### src/rtl/io_read_watchdog.sv
module io_read_watchdog #(
  parameter int          CLK_PER_TICK    = 50000,
  parameter int          TIMEOUT_TICKS   = 1600,
  parameter int          RST_HOLD_CYCLES = 64,
  parameter logic [15:0] ARM_ADDR        = 16'h0443,
  parameter logic [15:0] DISARM_ADDR     = 16'h0043
) (
  input  logic        clk,
  input  logic        rst_n,
  input  logic [15:0] io_addr,
  input  logic        io_rd,
  input  logic        io_wr,
  input  logic [1:0]  strap_mode,
  output logic        cpu_reset,
  output logic        irq_out
);

  localparam int PW = (CLK_PER_TICK    > 1) ? $clog2(CLK_PER_TICK)    : 1;
  localparam int TW = (TIMEOUT_TICKS   > 1) ? $clog2(TIMEOUT_TICKS)   : 1;
  localparam int HW = (RST_HOLD_CYCLES > 1) ? $clog2(RST_HOLD_CYCLES) : 1;
  localparam logic [PW-1:0] PRE_LAST  = PW'(CLK_PER_TICK - 1);
  localparam logic [TW-1:0] TICK_LAST = TW'(TIMEOUT_TICKS - 1);
  localparam logic [HW-1:0] HOLD_LAST = HW'(RST_HOLD_CYCLES - 1);

  typedef enum logic [1:0] {S_OFF, S_ARMED, S_RESET, S_IRQ} wd_state_t;

  wd_state_t     state;
  logic [PW-1:0] pre_cnt;
  logic [TW-1:0] tick_cnt;
  logic [HW-1:0] hold_cnt;

  wire rd_ok   = io_rd & ~io_wr;
  wire kick    = rd_ok & (io_addr == ARM_ADDR);
  wire stop    = rd_ok & (io_addr == DISARM_ADDR);
  wire wd_off  = strap_mode[1];
  wire use_irq = strap_mode[0];
  wire pre_end = (pre_cnt == PRE_LAST);
  wire expire  = pre_end & (tick_cnt == TICK_LAST);

  always_ff @(posedge clk) begin
    if (!rst_n) begin
      state    <= S_OFF;
      pre_cnt  <= '0;
      tick_cnt <= '0;
      hold_cnt <= '0;
    end else if (wd_off) begin
      state <= S_OFF;
    end else begin
      unique case (state)
        S_OFF: if (kick) begin
          state    <= S_ARMED;
          pre_cnt  <= '0;
          tick_cnt <= '0;
        end
        S_ARMED: begin
          if (stop) begin
            state <= S_OFF;
          end else if (kick) begin
            pre_cnt  <= '0;
            tick_cnt <= '0;
          end else if (expire) begin
            state    <= use_irq ? S_IRQ : S_RESET;
            pre_cnt  <= '0;
            hold_cnt <= '0;
          end else if (pre_end) begin
            pre_cnt  <= '0;
            tick_cnt <= tick_cnt + 1'b1;
          end else begin
            pre_cnt <= pre_cnt + 1'b1;
          end
        end
        S_RESET: begin
          if (hold_cnt == HOLD_LAST) state <= S_OFF;
          else hold_cnt <= hold_cnt + 1'b1;
        end
        S_IRQ: begin
          if (stop) begin
            state <= S_OFF;
          end else if (kick) begin
            state    <= S_ARMED;
            pre_cnt  <= '0;
            tick_cnt <= '0;
          end
        end
        default: state <= S_OFF;
      endcase
    end
  end

  assign cpu_reset = (state == S_RESET);
  assign irq_out   = (state == S_IRQ);

endmodule

### config.mk
export PLATFORM = sky130hd
export DESIGN_NAME = io_read_watchdog
export DESIGN_NICKNAME = d
export VERILOG_FILES = /design/src/rtl/io_read_watchdog.sv
export SDC_FILE = /design/constraint.sdc
export NUM_CORES = 1
export LEC_CHECK = 0
export ABC_AREA = 1
export BUFFER_PORTS_ARGS = -buffer_cell sky130_fd_sc_hd__buf_2
export CELL_PAD_IN_SITES_DETAIL_PLACEMENT = 1
export CELL_PAD_IN_SITES_GLOBAL_PLACEMENT = 2
export CORE_MARGIN = 2
export CORE_UTILIZATION = 32
export DETAILED_ROUTE_END_ITERATION = 6
export PLACE_DENSITY = 0.92
export SLEW_MARGIN = 20
export SYNTH_ARGS = -nofsm -noshare
export SYNTH_HDL_FRONTEND = slang
export SYNTH_SLANG_ARGS = --single-unit
### constraint.sdc
create_clock -name clk -period 1.95 [get_ports clk]
set_input_delay 0.0975 -clock clk [delete_from_list [all_inputs] [get_ports clk]]
set_output_delay 0.0975 -clock clk [all_outputs]
set_load 0.02 [all_outputs]
==> results.toml, run 1 <==
[run_status]
status = "finished, final reports clean"

[logic_synthesis]
synth-async-reset-ratio_pct = 0
yosysSeqAreaShare_pct = 27.4
ys_types = 37
ys_ff_latch = 35
synth_area_per_cell_um2 = 6.05
synthTopCellsByArea = "dfxtp_1 (27%), nand2_1 (17%), nor2_1 (11%), inv_1 (7.5%), nand3_1 (7.1%)"
synth.largest_area_cell = "dfxtp_1"
synthesis.area_mm2 = 0.00255
synthCells = 422
synthFlopType = "dfxtp_1"
synth_nets = 447
synth_enable_flop_cells = 0
yosys_warnings = 0
synth_top_cell_area_share_pct = 27.4

[grt]
grt_pass1_wl_um = 12200
grt_pass1_vias = 2754
grt_remaining_overflow = 0
grt_use_total_pct = 17.4
grt_max_degree = 17
antenna_found_initial = 0

[clock_network]
cts_setup_buffers = 0
cts_tree = "done"
root_buffer = "clkbuf_8"
clk_path_buf_depth = 2
htreeDepth = 2
insertion_delay_ps = 290
cts_buffers = 5
clock_sinks = 35
clk_pin_slew_ps = 80

[sta]
setup-tns-final_ps = 0
grt_setup_unrepaired = "no"
slew_violations = 0
setup_viol = 0
fmax_mhz = 573
fin_skew_ps = 9.11
hold_violations = 0
layout_min_cycle_time_ps = 1740
relSlewSlack_pct = 62.1
period_share_pct = 89.4
worst_pin_slew_ps = 567

[critical_path]
worstSetupStartpointType = "register"
cp_max_fo = 8
r2r_setup_slack_ps = 210
crit_required_ps = 2130
crit_type = "reg -> reg"
endpoint_kind = "register"
arrival_ps = 1920

[floorplan]
num_rows = 32
die_h_um = 93.4
core-area_mm2 = 0.00773
die_area_mm2 = 0.00872
initial_core_util_pct = 33.1
ios = 24
dieWidth_um = 93.4

[finish]
drive_above_1_share_pct = 17.6
fillers = 1059
multiInputGateArea_mm2 = 0.00160
area_growth_pct = 15.4
fin_nets = 479
seq_area_um2 = 704
diodes = 0

[power]
ir_drop_mv = 0.235
p_leak_nw = 1.21
power.density_mw_per_mm2 = 503
power_w = 0.00148

[job]
cap_violations = 0

[hold_path]
worstHoldPathType = "in -> reg"

[route]
drt-initial-drc-count = 55
firstDrtPassIters = 4
num_vias = 2688
drc = 0
routed_wl_um = 6850
ant_nets = 0
viasPerCell = 4.83
routedWlPerCell_um = 12.3

[placed_design]
io_buffers = 23
place.gp.congestion = 0.826
dp_hpwl_um = 5490
[worst paths after layout]
path,cells after the start,from,to
worst max-delay path,9,pre_cnt[1],pre_cnt[5]
worst min-delay path,4,strap_mode[1],state[1]
worst max register to register,9,pre_cnt[1],pre_cnt[5]
worst min register to register,1,pre_cnt[0],pre_cnt[0]
[report_power, final]
part / internal, W / leakage (nW) / switching (W)
clock: 0.000414 / 0.0612 / 0.000283
combinational: 0.0000281 / 0.863 / 0.0000437
sequential: 0.000714 / 0.283 / 0.0000000120
total: 0.00116 / 1.21 / 0.000327
[metrics by stage]
stage               cells  setup slack (ps)  utilization, %  hold WS [ps]  area [um2]
global route          557              10.7            38.1           132        2950
finish                557               206            38.1           110        2950
floorplan             422               357               -           263        2550
global placement      549              97.6            36.4           411        2810
CTS                   557               111            37.9          98.3        2930
detailed placement    549               124            36.4           418        2810
[routing by layer]
layer	vias up	routed length, um	global-route usage [%]
li1	1419	-	-
met1	1240	3150	20.9
met2	20	3490	31.7
met3	9	121	2.26
met4	0	93	5.64
met5	-	0	0
[Yosys cell counts (all sizes together) (2+ instances only)]
cell and count:
xor2 6, nand2 119, a31oi 3, inv 58, buf 6, nor3 12
o21bai 2, ha 3, dfxtp 35, nand4 15, nand3 39, nor2 86
a21oi 22, o21ai 9
[critical path, stage by stage (launching register included)]
cell,delay (ps)
dfxtp_1,360
ha_1,200
nand3_1,110
nor2_1,140
nand2_2,100
nand3_1,160
buf_4,200
nand2_1,80
nand2_1,200
nor3_1,80
[what timing repair did]
| item | 4_1_cts | 5_1_grt |
|---|---|---|
| endpoints found under the setup margin | 0 | 15 |
| endpoints found under the hold margin | 0 | 0 |
| gates resized for setup | 0 | 8 |
| hold buffers | 0 | 0 |
[placed cells by master, fill, tap and decap left out, drive strengths merged]
cell / Yosys / final
nand2: 119 / 119
nor2: 86 / 86
inv: 58 / 58
nand3: 39 / 39
dfxtp: 35 / 35
buf: 6 / 32
a21oi: 22 / 22
nand4: 15 / 15
nor3: 12 / 12
o21ai: 9 / 9
xor2: 6 / 6
clkbuf: 1 / 6
a31oi: 3 / 3
ha: 3 / 3
o21bai: 2 / 2
nor3b: 1 / 1
a211oi: 1 / 1
a31o: 1 / 1
or2: 1 / 1
o211ai: 1 / 1
o31ai: 1 / 1
clkinv: 0 / 1
bufinv: 0 / 1
[registers in the layout (all words and copies together) (netlist names)]
signal / flops
tick_cnt: 11
state: 2
pre_cnt: 16
hold_cnt: 6
[logic make-up (layout without fill, tap and decap cells)]
family | count (synthesis) | count (layout) | share of synthesized area, %
AO/OA/AOI/OAI | 40 | 40 | 9.11
XOR/XNOR | 6 | 6 | 2.06
adder cells (fa/ha/maj) | 3 | 3 | 1.47
buffers and inverters | 65 | 98 | 10.7
flip-flops | 35 | 35 | 27.4
AND/OR/NAND/NOR | 273 | 273 | 49.2
[final cells by class]
type	instances	share of cell area [%]
sequential	35	23.9
clock inverter	2	1.19
inverter	58	7.47
multi-input combinational	322	54.1
timing repair buffer	32	6.20
clock buffer	6	2.80
tap	102	4.33
(Power assumes the default switching activity.)
==> inputs of run 2 (changes only) <==
--- a/config.mk
+++ b/config.mk
@@ -13,6 +13,7 @@
 export CORE_UTILIZATION = 32
 export DETAILED_ROUTE_END_ITERATION = 6
 export PLACE_DENSITY = 0.92
+export SETUP_SLACK_MARGIN = 0.3
 export SLEW_MARGIN = 20
 export SYNTH_ARGS = -nofsm -noshare
 export SYNTH_HDL_FRONTEND = slang
==> results.toml, run 2 (synthesized netlist as in run 1, its figures left out) <==
[run_status]
status = "finished, final reports clean"

[clock_network]
clock_sinks = 35
clk_path_buf_depth = 2
htreeDepth = 2
insertion_delay_ps = 290
cts_buffers = 5
clk_pin_slew_ps = 80
cts_tree = "done"
root_buffer = "clkbuf_8"

[floorplan]
ios = 24
die_area_mm2 = 0.00872
initial_core_util_pct = 33.1
num_rows = 32
die_h_um = 93.4
core-area_mm2 = 0.00773
dieWidth_um = 93.4

[finish]
fillers = 1040
largest_register_ffs = 16
finalNonFillerCells = 569
mostFrequentLayoutCells = "nand2_1 (105), nor2_1 (64), inv_1 (48), nand3_1 (32), buf_2 (23)"
area_growth_pct = 27.5
fin_util_pct = 42.1
diodes = 0
drive_above_1_share_pct = 30.4
final_common_cell = "nand2_1"
reg_top3 = "pre_cnt (16), tick_cnt (11), hold_cnt (6)"
seq_area_um2 = 739
fin_nets = 491
multiInputGateArea_mm2 = 0.00177
largest_register = "pre_cnt"

[route]
firstDrtPassIters = 4
drc = 0
ant_nets = 0
drt-initial-drc-count = 60
routedWlPerCell_um = 13.4
num_vias = 2772
routed_wl_um = 7610
viasPerCell = 4.87

[sta]
layout_min_cycle_time_ps = 1580
fmax_mhz = 633
hold_violations = 0
slew_violations = 0
period_share_pct = 81.1
setup_viol = 0
whs_ps = 118
grt_setup_unrepaired = "yes"
relSlewSlack_pct = 59.4
setup-tns-final_ps = 0
fin_skew_ps = 7.61
worst_pin_slew_ps = 608

[placed_design]
io_buffers = 23
dp.cells = 549
place.gp.congestion = 0.826
dp_hpwl_um = 5490

[power]
power_w = 0.00148
p_leak_nw = 1.28
power.density_mw_per_mm2 = 456
ir_drop_mv = 0.253

[grt]
use_met3_pct = 2.26
grt_pass1_vias = 2791
grt_max_degree = 17
met1_usage_pct = 21.7
grt_use_total_pct = 17.9
grt_remaining_overflow = 0
antenna_found_initial = 0
grt-busiest-layer = "met2"
met2_usage_pct = 32.7
grt_pass1_wl_um = 12600

[critical_path]
worstSetupStartpointType = "register"
cp_max_fo = 6
arrival_ps = 1780
crit_required_ps = 2150
crit_type = "reg -> reg"
endpoint_kind = "register"

[job]
cap_violations = 0

[hold_path]
worstHoldPathType = "in -> reg"
==> run 2: cell types whose count changed in the layout (fill, tap and decap cells not counted), sizes merged <==
cell / previous run / this run
buf: 32 / 43
clkinv: 1 / 2
inv: 58 / 57
nand3: 39 / 40
==> run 2: area by class of cell <==
class / count / area share, %
clock inverters: 2 / 1.08
well taps: 102 / 3.92
multi-input cells: 323 / 54.2
inverters: 58 / 6.84
clock buffers: 6 / 2.54
flip-flops and latches: 35 / 22.7
repair buffers: 43 / 8.72
==> run 2: per-layer routing <==
layer,vias to the layer above,part of all wire [%]
met3,9,1.2
met4,0,1.3
li1,1446,-
met2,15,52
met1,1302,46
met5,-,0
==> run 2: where the power goes <==
part	internal (W)	switching, W
Clock	0.000414	0.000287
Combinational	0.0000299	0.0000474
Sequential	0.000705	0.0000000132
Total	0.00115	0.000335
==> run 2: path summary, 6_finish.rpt <==
| path | cells past startpoint | slack (ps) | startpoint | end |
|---|---|---|---|---|
| max reg2reg | 10 | 370 | tick_cnt[0] | hold_cnt[0] |
| min reg2reg | 2 | 490 | pre_cnt[6] | pre_cnt[6] |
| max | 10 | 370 | tick_cnt[0] | hold_cnt[0] |
| min | 4 | 120 | strap_mode[1] | state[0] |
==> run 2: through the flow <==
step,cell area (um2),worst slack [ps]
after global placement,2810,97.6
after global routing,3260,207
after floorplan,2550,357
after detailed placement,2810,124
final,3260,369
after CTS,3010,296
==> run 2: what timing repair did <==
item                       in CTS  in global routing
pin swaps                       2                 13
setup endpoints to repair      35                 34
resized for setup              24                 56
hold buffers                    0                  0
setup buffers                   1                 10
cloned                          1                  0
==> run 2: worst max-delay path, cell delays in order, from the launching register on <==
cell and delay (ps):
dfxtp_4 350, ha_2 180, inv_1 70, nor2_4 150
nand3_1 100, nor2_2 170, a21oi_2 90, inv_2 100
nand2_4 80, o21bai_1 130, nor2_1 50
==> inputs of run 3 (changes only) <==
--- a/config.mk
+++ b/config.mk
@@ -10,9 +10,9 @@
 export CELL_PAD_IN_SITES_DETAIL_PLACEMENT = 1
 export CELL_PAD_IN_SITES_GLOBAL_PLACEMENT = 2
 export CORE_MARGIN = 2
-export CORE_UTILIZATION = 32
+export CORE_UTILIZATION = 29
 export DETAILED_ROUTE_END_ITERATION = 6
-export PLACE_DENSITY = 0.92
+export PLACE_DENSITY = 0.89
 export SETUP_SLACK_MARGIN = 0.3
 export SLEW_MARGIN = 20
 export SYNTH_ARGS = -nofsm -noshare
==> constraint.sdc (replaced) <==
create_clock -name clk -period 1.4 [get_ports clk]
set_input_delay 0.07 -clock clk [delete_from_list [all_inputs] [get_ports clk]]
set_output_delay 0.07 -clock clk [all_outputs]
set_load 0.02 [all_outputs]
==> results.toml, run 3 (synthesized netlist as in run 1, its figures left out) <==
[placed_design]
placed_area_mm2 = 0.00360
dp_hpwl_um = 6890
place.gp.congestion = 0.847
io_buffers = 23

[critical_path]
crit_required_ps = 1640
worstSetupStartpointType = "register"
arrival_ps = 2010
cp_max_fo = 4
r2r-start = "pre_cnt[4]"
slowest_delay_ps = 360
rr_worst_depth = 10
r2r_end = "pre_cnt[7]"
endpoint_kind = "register"
cp_common_cell = "buf_6"
r2r_setup_slack_ps = -370
crit_type = "reg -> reg"
cp_cell_sequence = "buf_6 -> nand2_4 -> nor3_4 -> nand2_2 -> buf_6 -> buf_6 -> xor2_2 -> nor3_2 -> nand2_1 -> a21oi_2"
crit_slowest_cell = "dfxtp_4"

[route]
drt-initial-drc-count = 166
firstDrtPassIters = 5
viasPerCell = 5.33
ant_nets = 0
drc = 0
num_vias = 3566
routedWlPerCell_um = 19.7
routed_wl_um = 13200

[run_status]
status = "finished with violations"
violations = "setup timing"

[finish]
largest_register_ffs = 16
largest_register = "pre_cnt"
reg_top3 = "pre_cnt (16), tick_cnt (11), hold_cnt (6)"
drive_above_1_share_pct = 50.6
final_common_cell = "nand2_1"
mostFrequentLayoutCells = "nand2_1 (97), buf_4 (92), nor2_1 (55), inv_1 (41), nand3_1 (24)"
area_growth_pct = 71.7
diodes = 0
fin_nets = 585
final_area_mm2 = 0.00439
fin_util_pct = 50.8

[clock_network]
clock_sinks = 35
insertion_delay_ps = 300
clk_pin_slew_ps = 80
cts_tree = "done"
root_buffer = "clkbuf_8"
cts-hold-fix-buffers = 0
cts_buffers = 5
htreeDepth = 2
clk_path_buf_depth = 2

[floorplan]
ios = 24
initial_core_util_pct = 29.6
dieWidth_um = 97.9
die_area_mm2 = 0.00958
die_h_um = 97.9
core-area_mm2 = 0.00864
num_rows = 34

[sta]
period_share_pct = 126
hold_violations = 0
setup_viol = 35
whs_ps = 82.9
worst_pin_slew_ps = 399
slew_violations = 0
fmax_mhz = 565
fin_skew_ps = 7.57
relSlewSlack_pct = 73.3
layout_min_cycle_time_ps = 1770
worst_slack_ps = -371
grt_setup_unrepaired = "yes"

[grt]
grt_remaining_overflow = 0
grt_use_total_pct = 24.8
antenna_found_initial = 0
grt_pass1_vias = 3820
grt_pass1_wl_um = 19200
grt_max_degree = 17

[hold_path]
holdPathStages = 4
holdPathEnd = "state[0]"
hp-start = "strap_mode[1]"
worstHoldPathType = "in -> reg"

[power]
p_leak_nw = 1.91
power_w = 0.00219
power.density_mw_per_mm2 = 500
ir_drop_mv = 0.276

[job]
cap_violations = 0
run 3: layout make-up:
class	instances	area, um2
clock buffers	7	97.6
clock inverters	1	30.0
fillers	1085	4250
inverters	58	240
multi-input cells	323	2040
flip-flops and latches	35	742
well taps	108	135
repair buffers	137	1100
run 3: timing repair:
action                     4_1_cts  5_1_grt
setup endpoints to repair       37       37
gates cloned                     1        0
gates resized for setup         86       41
pin swaps                       57       20
buffers inserted                18        6
run 3: through the flow:
stage / TNS, ps / std cells / worst slack (ps)
2_1_floorplan: -443 / 422 / -89.5
3_3_place_gp: -3480 / 636 / -167
3_5_place_dp: -6590 / 636 / -297
4_1_cts: -2740 / 663 / -153
5_1_grt: -11720 / 669 / -454
6_report: -9620 / 669 / -371
run 3: how the worst max path moves through the flow:
stage | cells past startpoint | startpoint | slack, ps | end
6_report | 10 | pre_cnt[4] | -370 | pre_cnt[7]
5_1_grt | 11 | pre_cnt[6] | -450 | hold_cnt[0]
4_1_cts | 10 | pre_cnt[1] | -150 | hold_cnt[0]
3_5_place_dp | 12 | hold_cnt[1] | -300 | hold_cnt[0]
3_3_place_gp | 12 | hold_cnt[1] | -170 | hold_cnt[0]
2_1_floorplan | 12 | hold_cnt[1] | -90 | hold_cnt[0]
run 3: layer usage:
| metal | wire length, um | up-vias | GRT usage, % |
|---|---|---|---|
| li1 | - | 1628 | - |
| met1 | 4920 | 1738 | 26.7 |
| met2 | 6990 | 139 | 47.7 |
| met3 | 562 | 61 | 4.01 |
| met4 | 712 | 0 | 9.72 |
| met5 | 0 | - | 0 |
run 3: where the power goes:
part / switching [W] / total (W) / internal, W
combinational: 0.0000861 / 0.000145 / 0.0000584
sequential: 0.0000000185 / 0.000982 / 0.000982
clock: 0.000427 / 0.00107 / 0.000641
total: 0.000513 / 0.00219 / 0.00168
run 3: critical path, delay by kind of cell (launching register included):
family          cells  cell delay (ps)
buf+inv             3              360
simple gates        5              680
xor+xnor            1              160
compound gates      1              140
flops               1              360
